**src/rtl/idu_pkg.sv**
```systemverilog
package idu_pkg;
  typedef enum logic [1:0] {
    LV_IDLE = 2'd0,
    LV_SET  = 2'd1,
    LV_CLR  = 2'd2
  } lvl_st_e;
endpackage

```
**src/rtl/idu_pending.sv**
```systemverilog
module idu_pending
  import idu_pkg::*;
#(
  parameter int LW = 6
) (
  input  logic          clk,
  input  logic          rst,
  input  logic          ev_rst,
  input  logic          ev_nmi,
  input  logic          ev_lvl,
  input  logic [LW-1:0] ev_lvl_val,
  input  logic          take_rst,
  input  logic          take_nmi,
  input  logic          take_lvl,
  output logic          p_rst,
  output logic          p_nmi,
  output lvl_st_e       p_st,
  output logic [LW-1:0] p_lvl
);
  // A fresh event wins over the clear of the record being served.
  always_ff @(posedge clk) begin
    if (rst) begin
      p_rst <= 1'b0;
      p_nmi <= 1'b0;
      p_st  <= LV_IDLE;
      p_lvl <= '0;
    end else begin
      if (take_rst) p_rst <= 1'b0;
      if (ev_rst)   p_rst <= 1'b1;
      if (take_nmi) p_nmi <= 1'b0;
      if (ev_nmi)   p_nmi <= 1'b1;
      if (take_lvl) p_st  <= LV_IDLE;
      if (ev_lvl) begin
        p_st  <= (ev_lvl_val == '0) ? LV_CLR : LV_SET;
        p_lvl <= ev_lvl_val;
      end
    end
  end
endmodule

```
**src/rtl/idu_arbiter.sv**
```systemverilog
module idu_arbiter
  import idu_pkg::*;
#(
  parameter int LW = 6
) (
  input  logic          p_rst,
  input  logic          p_nmi,
  input  lvl_st_e       p_st,
  input  logic [LW-1:0] p_lvl,
  input  logic          ie,
  input  logic [LW-1:0] mask,
  output logic          take_rst,
  output logic          take_nmi,
  output logic          take_lvl,
  output logic          fire_rn,
  output logic          fire_irq,
  output logic          cause_ld,
  output logic [LW-1:0] cause_nx
);
  logic lvl_turn;
  logic unmasked;

  assign unmasked = ie && ((p_lvl & mask) != '0);
  assign lvl_turn = !p_rst && !p_nmi && (p_st != LV_IDLE);

  always_comb begin
    take_rst = p_rst;
    take_nmi = !p_rst && p_nmi;
    fire_rn  = take_rst || take_nmi;
    cause_ld = lvl_turn;
    cause_nx = (p_st == LV_SET) ? p_lvl : '0;
    fire_irq = lvl_turn && (p_st == LV_SET) && unmasked;
    take_lvl = lvl_turn && ((p_st == LV_CLR) || unmasked);
  end
endmodule

```
**src/rtl/idu_outreg.sv**
```systemverilog
module idu_outreg #(
  parameter int LW = 6
) (
  input  logic          clk,
  input  logic          rst,
  input  logic          fire_rn,
  input  logic          fire_irq,
  input  logic          cause_ld,
  input  logic [LW-1:0] cause_nx,
  output logic          resnmi_o,
  output logic          irq_o,
  output logic [LW-1:0] cause_ip_o
);
  always_ff @(posedge clk) begin
    if (rst) begin
      resnmi_o   <= 1'b0;
      irq_o      <= 1'b0;
      cause_ip_o <= '0;
    end else begin
      resnmi_o <= fire_rn;
      irq_o    <= fire_irq;
      if (cause_ld) cause_ip_o <= cause_nx;
    end
  end

  AST_SINGLE_EXC: assert property (@(posedge clk) disable iff (rst)
    !(resnmi_o && irq_o));
endmodule

```
**src/rtl/irq_delivery_unit.sv**
```systemverilog
module irq_delivery_unit
  import idu_pkg::*;
#(
  parameter int LW = 6
) (
  input  logic          clk,
  input  logic          rst,
  input  logic          rst_req_i,
  input  logic          nmi_req_i,
  input  logic          lvl_vld_i,
  input  logic [LW-1:0] lvl_i,
  input  logic          ie_i,
  input  logic [LW-1:0] mask_i,
  output logic          resnmi_o,
  output logic          irq_o,
  output logic [LW-1:0] cause_ip_o
);
  logic          p_rst, p_nmi;
  lvl_st_e       p_st;
  logic [LW-1:0] p_lvl;
  logic          take_rst, take_nmi, take_lvl;
  logic          fire_rn, fire_irq, cause_ld;
  logic [LW-1:0] cause_nx;

  idu_pending #(.LW(LW)) u_pend (
    .clk(clk), .rst(rst),
    .ev_rst(rst_req_i), .ev_nmi(nmi_req_i),
    .ev_lvl(lvl_vld_i), .ev_lvl_val(lvl_i),
    .take_rst(take_rst), .take_nmi(take_nmi), .take_lvl(take_lvl),
    .p_rst(p_rst), .p_nmi(p_nmi), .p_st(p_st), .p_lvl(p_lvl)
  );

  idu_arbiter #(.LW(LW)) u_arb (
    .p_rst(p_rst), .p_nmi(p_nmi), .p_st(p_st), .p_lvl(p_lvl),
    .ie(ie_i), .mask(mask_i),
    .take_rst(take_rst), .take_nmi(take_nmi), .take_lvl(take_lvl),
    .fire_rn(fire_rn), .fire_irq(fire_irq),
    .cause_ld(cause_ld), .cause_nx(cause_nx)
  );

  idu_outreg #(.LW(LW)) u_out (
    .clk(clk), .rst(rst),
    .fire_rn(fire_rn), .fire_irq(fire_irq),
    .cause_ld(cause_ld), .cause_nx(cause_nx),
    .resnmi_o(resnmi_o), .irq_o(irq_o), .cause_ip_o(cause_ip_o)
  );

  AST_RST_FIRST: assert property (@(posedge clk) disable iff (rst)
    p_rst |=> (resnmi_o && !irq_o));
  AST_NMI_NEXT: assert property (@(posedge clk) disable iff (rst)
    (!p_rst && p_nmi) |=> resnmi_o);
  AST_IRQ_GATED: assert property (@(posedge clk) disable iff (rst)
    irq_o |-> $past(ie_i && ((p_lvl & mask_i) != '0) && (p_st == LV_SET)
                    && !p_rst && !p_nmi));
  AST_EOI_QUIET: assert property (@(posedge clk) disable iff (rst)
    ((p_st == LV_CLR) && !p_rst && !p_nmi) |=> (!irq_o && (cause_ip_o == '0)));
  AST_MASKED_HOLD: assert property (@(posedge clk) disable iff (rst)
    ((p_st == LV_SET) && !p_rst && !p_nmi && !lvl_vld_i
     && !(ie_i && ((p_lvl & mask_i) != '0))) |=> (p_st == LV_SET));
  AST_CAUSE_STILL: assert property (@(posedge clk) disable iff (rst)
    ((p_st == LV_IDLE) || p_rst || p_nmi) |=> $stable(cause_ip_o));
endmodule

```
**config.mk**
```make
export PLATFORM = sky130hd
export DESIGN_NAME = irq_delivery_unit
export DESIGN_NICKNAME = d
export VERILOG_FILES = /design/src/rtl/idu_pkg.sv /design/src/rtl/idu_pending.sv /design/src/rtl/idu_arbiter.sv /design/src/rtl/idu_outreg.sv /design/src/rtl/irq_delivery_unit.sv
export SDC_FILE = /design/constraint.sdc
export NUM_CORES = 1
export LEC_CHECK = 0
export ABC_CLOCK_PERIOD_IN_PS = 1600
export CORE_MARGIN = 5
export CORE_UTILIZATION = 44
export CTS_CLUSTER_SIZE = 12
export DETAILED_ROUTE_END_ITERATION = 6
export PLACE_DENSITY = 0.88
export SYNTH_ARGS = -nofsm -noshare
export SYNTH_HDL_FRONTEND = slang
export SYNTH_SLANG_ARGS = --single-unit
```
**constraint.sdc**
```tcl
create_clock -name clk -period 1.6 [get_ports clk]
set_input_delay 0.16 -clock clk [delete_from_list [all_inputs] [get_ports clk]]
set_output_delay 0.16 -clock clk [all_outputs]
set_load 0.01 [all_outputs]
```
Word level (Yosys, flattened, before mapping)
Index checks and enable logic that the tools add are counted.
{"block": "op_classes", "add_sub_neg": 0, "multipliers": 0, "n_div": 0, "order_cmp": 0, "eq_ne": 2, "shifts": 0, "mux": 7, "n_bitwise": 1, "reduce_logical": 16}
{"op": "logical AND 1 bit", "count": 7}
{"op": "AND 6 bit", "count": 1}
{"op": "logical NOT 6 bit", "count": 1}
{"op": "2-to-1 mux 2 bit", "count": 3}
{"op": "2-to-1 mux 6 bit", "count": 1}
{"op": "nonzero test 2 bit", "count": 3}
{"op": "nonzero test 6 bit", "count": 1}
{"op": "2-to-1 mux 1 bit", "count": 3}
{"op": "== test 2 x 1 -> 1 bit (second input constant)", "count": 1}
{"op": "== test 2 bit (second input constant)", "count": 1}
{"op": "logical NOT 1 bit", "count": 2}
{"op": "logical OR 1 bit", "count": 2}
{"block": "word_totals", "register_bits": 18, "latch_bits": 0, "ram_bits": 0, "romBits": 0, "in_bits": 18, "out_inout_bits": 8, "word_cells": 33, "memories": 0}

Depth between registers and ports, before layout
{"block": "logic_depth", "ltp_word": 7, "mapped_depth": 5, "ltp_nobuf": 4}

Modules after synthesis
From an unflattened synthesis, not the netlist that was laid out.
{"block": "hier_totals", "cells_unflattened": 79, "hier_area_um2": 815.8}
{"module": "idu_pending", "n_inst": 1, "cells_each": 38, "area_each_um2": 399.1}
{"module": "idu_outreg", "n_inst": 1, "cells_each": 23, "area_each_um2": 266.5}
{"module": "idu_arbiter", "n_inst": 1, "cells_each": 18, "area_each_um2": 150.1}

Worst setup path before layout
OpenSTA, ideal clock, no wires.
{"block": "synth_path", "kind": "reg2reg", "start": "register u_pend.p_lvl[2]", "end": "register u_pend.p_st[0]", "arrival_ns": 0.935, "required_time_ns": 1.531, "slack_ns": 0.596, "stages_incl_launch_ff": 5, "path_buffers": 0, "path_cell_list": "dfxtp_1 a22o_1 a221oi_2 a31oi_1 o21ai_1"}
{"block": "synth_via", "elab_chain_len": 6}
{"item": "start: declaration", "line_no": "idu_pending.sv:18", "text": "output logic [LW-1:0] p_lvl"}
{"item": "start signal: assignment", "line_no": "idu_pending.sv:35", "text": "p_lvl <= ev_lvl_val;"}
{"item": "AND 6 bit", "line_no": "idu_arbiter.sv:23", "text": "assign unmasked = ie && ((p_lvl & mask) != '0);"}
{"item": "nonzero test 6 bit", "line_no": "idu_arbiter.sv:23"}
{"item": "logical AND 1 bit", "line_no": "idu_arbiter.sv:23"}
{"item": "logical OR 1 bit", "line_no": "idu_arbiter.sv:33", "text": "take_lvl = lvl_turn && ((p_st == LV_CLR) || unmasked);"}
{"item": "logical AND 1 bit", "line_no": "idu_arbiter.sv:33"}
{"item": "nonzero test 2 bit (no line)"}
{"item": "end signal: assignment", "line_no": "idu_pending.sv:34", "text": "p_st <= (ev_lvl_val == '0) ? LV_CLR : LV_SET;"}
{"item": "end: declaration", "line_no": "idu_pending.sv:17", "text": "output lvl_st_e p_st,"}
Every way passes these cells.
A chain may end at the register's enable or synchronous reset.

Final worst setup path
{"block": "layout_path", "start": "register u_out.cause_ip_o[1]", "end": "output port cause_ip_o[1]"}
{"item": "start: declaration", "line_no": "idu_outreg.sv:12", "text": "output logic [LW-1:0] cause_ip_o"}
{"item": "start signal: assignment", "line_no": "idu_outreg.sv:22", "text": "if (cause_ld) cause_ip_o <= cause_nx;"}
{"item": "end: declaration", "line_no": "irq_delivery_unit.sv:16", "text": "output logic [LW-1:0] cause_ip_o"}
No word-level cell between the ends.

==> reports/qor.yml <==
setup_path:
  r2r_slack_ns: 0.43
  cp.arrival_ns: 1.20
  crit_family: "buffers and inverters"
  rr_worst_depth: 3
  timing.rr.end: "u_out.cause_ip_o[5]"
  cp_num_cells: 1
  max_stage_delay_ns: 0.54
  worstPathCellList: "clkdlybuf4s50_1"
  critPathMaxFanout: 2
  r2r-start: "u_pend.p_st[0]"
  cp-end-kind: "output port"
  start_kind: "register"
  critPathKind: "register to output port"
  worst_path_max_delay_cell: "clkdlybuf4s50_1"
  path_buf_inv: 1
  crit_required_ns: 1.44
floorplanning:
  start_util: 0.455
  rows: 14
  dieArea_um2: 2400
  io_pins: 26
  die_h_um: 49.0
  coreArea_um2: 1470
  die_w_um: 49.0
global_routing:
  grt_pass1_vias: 643
  gr-usage-all-layers: 0.140
  grt_max_degree: 14
  grt.overflow.total: 0
  antenna_found_initial: 0
  grt_pass1_wl_mm: 2.62
cts:
  postCtsResizedCells: 0
  cts_buffers: 3
  cts_tree: "built"
  post_cts_buffers: 0
  hold_buffers: 0
  clk_pin_slew_ns: 0.10
  htree_levels: 1
  cts_root_buf: "clkbuf_4"
  cts_sinks: 18
  clock_path_buffers: 2
  clk_latency_ns: 0.30
logic_synthesis:
  ys_ff_latch: 18
  syn-instance-count: 65
  synth_area_um2: 669
  synth_edf_count: 0
  synth_top_flop_cell: "dfxtp_1"
  netlist-cell-type-count: 24
  synth_top_area_cell: "dfxtp_1"
  syn_nets: 83
  yosysSeqAreaShare: 0.538
  async_flop_share: 0
  avgSynthCellArea_um2: 10.3
  yosys-top-cells-count: "18 x dfxtp_1, 9 x nor2_1, 7 x a22o_1"
  yosysMostFrequentCell: "dfxtp_1"
  synth_area_leaders: "dfxtp_1 54%, a22o_1 9.2%, mux2i_1 9.0%"
  synth.top_cell.area_share: 0.538
  synth_warnings: 0
final_layout:
  fillerInstances: 119
  fin_area_um2: 975
  multi_input_area_um2: 293
  seq_area_um2: 360
  area_delta_synth_final_pct: 45.6
  nets: 112
  fin_util: 0.662
  antennaDiodeCount: 0
  layout-drive-gt1-share: 0.0968
sta:
  max_freq_mhz: 734
  rsz0062_at_grt: "false"
  finalClockSkew_ns: 0.00222
  setup-tns-final_ns: 0
  tightest_slew_ns: 0.347
  drv_slew: 0
  final_hold_viol_count: 0
  period_needed_ns: 1.36
  whs_ns: 0.399
  period_share: 0.852
  maxSlewHeadroom: 0.767
  setup_violations: 0
power_and_ir_drop:
  p_leak_nw: 0.388
  ir_worst_vdd_uv: 587
  finalPower_w: 0.000900
  cellPowerDensity_nw_per_um2: 923
drt:
  vias: 597
  drc: 0
  wl_per_cell_um: 14.2
  drt_iter0_markers: 18
  drt_wl_total_mm: 1.55
  drt-pass1-iter-count: 4
  ant_nets: 0
  post_drt_via_cell_ratio: 5.48
hold_path:
  hp-class: "primary input to register"
  hold_end: "u_pend.p_rst"
  hold_path_startpoint: "rst_req_i"
  whs_path_depth: 2
placed_design:
  port_buffers: 25
  globalplace.congestion: 0.715
  placed_area_um2: 938
  dp_hpwl_mm: 1.17
job:
  drv_cap: 0
run_status:
  run_status: "finished, final reports clean"
-- how the worst max path moves through the flow --
stage | startpoint | end | slack, ns
after floorplan | u_pend.p_lvl[2] | u_pend.p_st[0] | 0.60
after global placement | mask_i[2] | u_pend.p_st[1] | 0.22
after detailed placement | mask_i[2] | u_pend.p_st[1] | 0.19
after CTS | u_out.cause_ip_o[1] | cause_ip_o[1] | 0.24
after global routing | u_out.cause_ip_o[5] | cause_ip_o[5] | 0.19
final | u_out.cause_ip_o[1] | cause_ip_o[1] | 0.24
-- registers in the layout, indices dropped and copies added, names as in the netlist --
name and flops:
u_pend.p_rst 1, u_pend.p_st 2, u_out.cause_ip_o 6, u_out.resnmi_o 1, u_pend.p_nmi 1, u_out.irq_o 1
u_pend.p_lvl 6
-- stage by stage --
stage	setup slack, ns	std cells
3_3_place_gp	0.224	105
3_5_place_dp	0.192	105
6_report	0.237	109
5_1_grt	0.188	109
4_1_cts	0.236	109
2_1_floorplan	0.596	65
-- cells by family after synthesis --
family,count (synthesis),synth area share
mux,6,0.0897
simple gates,22,0.161
buf+inv,3,0.0243
compound gates,16,0.187
flops,18,0.538
-- placed cells by master (no fill, tap or decap), types with 2 or more instances in the layout --
cell type        instances
clkdlybuf4s50_1         25
dfxtp_1                 18
nor2_1                   9
a22o_1                   7
mux2i_1                  6
nand2_1                  4
a21oi_1                  3
clkbuf_4                 3
buf_4                    2
-- where the power goes --
group	switching, W	internal, W	total [W]
registers	0.0000152	0.000469	0.000484
clock network	0.000147	0.000139	0.000286
logic	0.0000522	0.0000776	0.000130
total	0.000214	0.000686	0.000900
-- final cells by class --
type / instances / area share
sequential: 18 / 0.370
multi-input combinational: 44 / 0.300
timing repair buffer: 27 / 0.272
clock buffer: 4 / 0.0372
tap: 16 / 0.0205
-- per-layer routing --
| layer | vias to the layer above | share of wire | track usage |
|---|---|---|---|
| met5 | - | 0 | 0 |
| met4 | 0 | 0.037 | 0.0942 |
| met3 | 8 | 0.078 | 0.0367 |
| met2 | 24 | 0.43 | 0.211 |
| met1 | 274 | 0.45 | 0.172 |
| li1 | 291 | - | - |
Note: power is estimated with default switching activity, not from simulation.
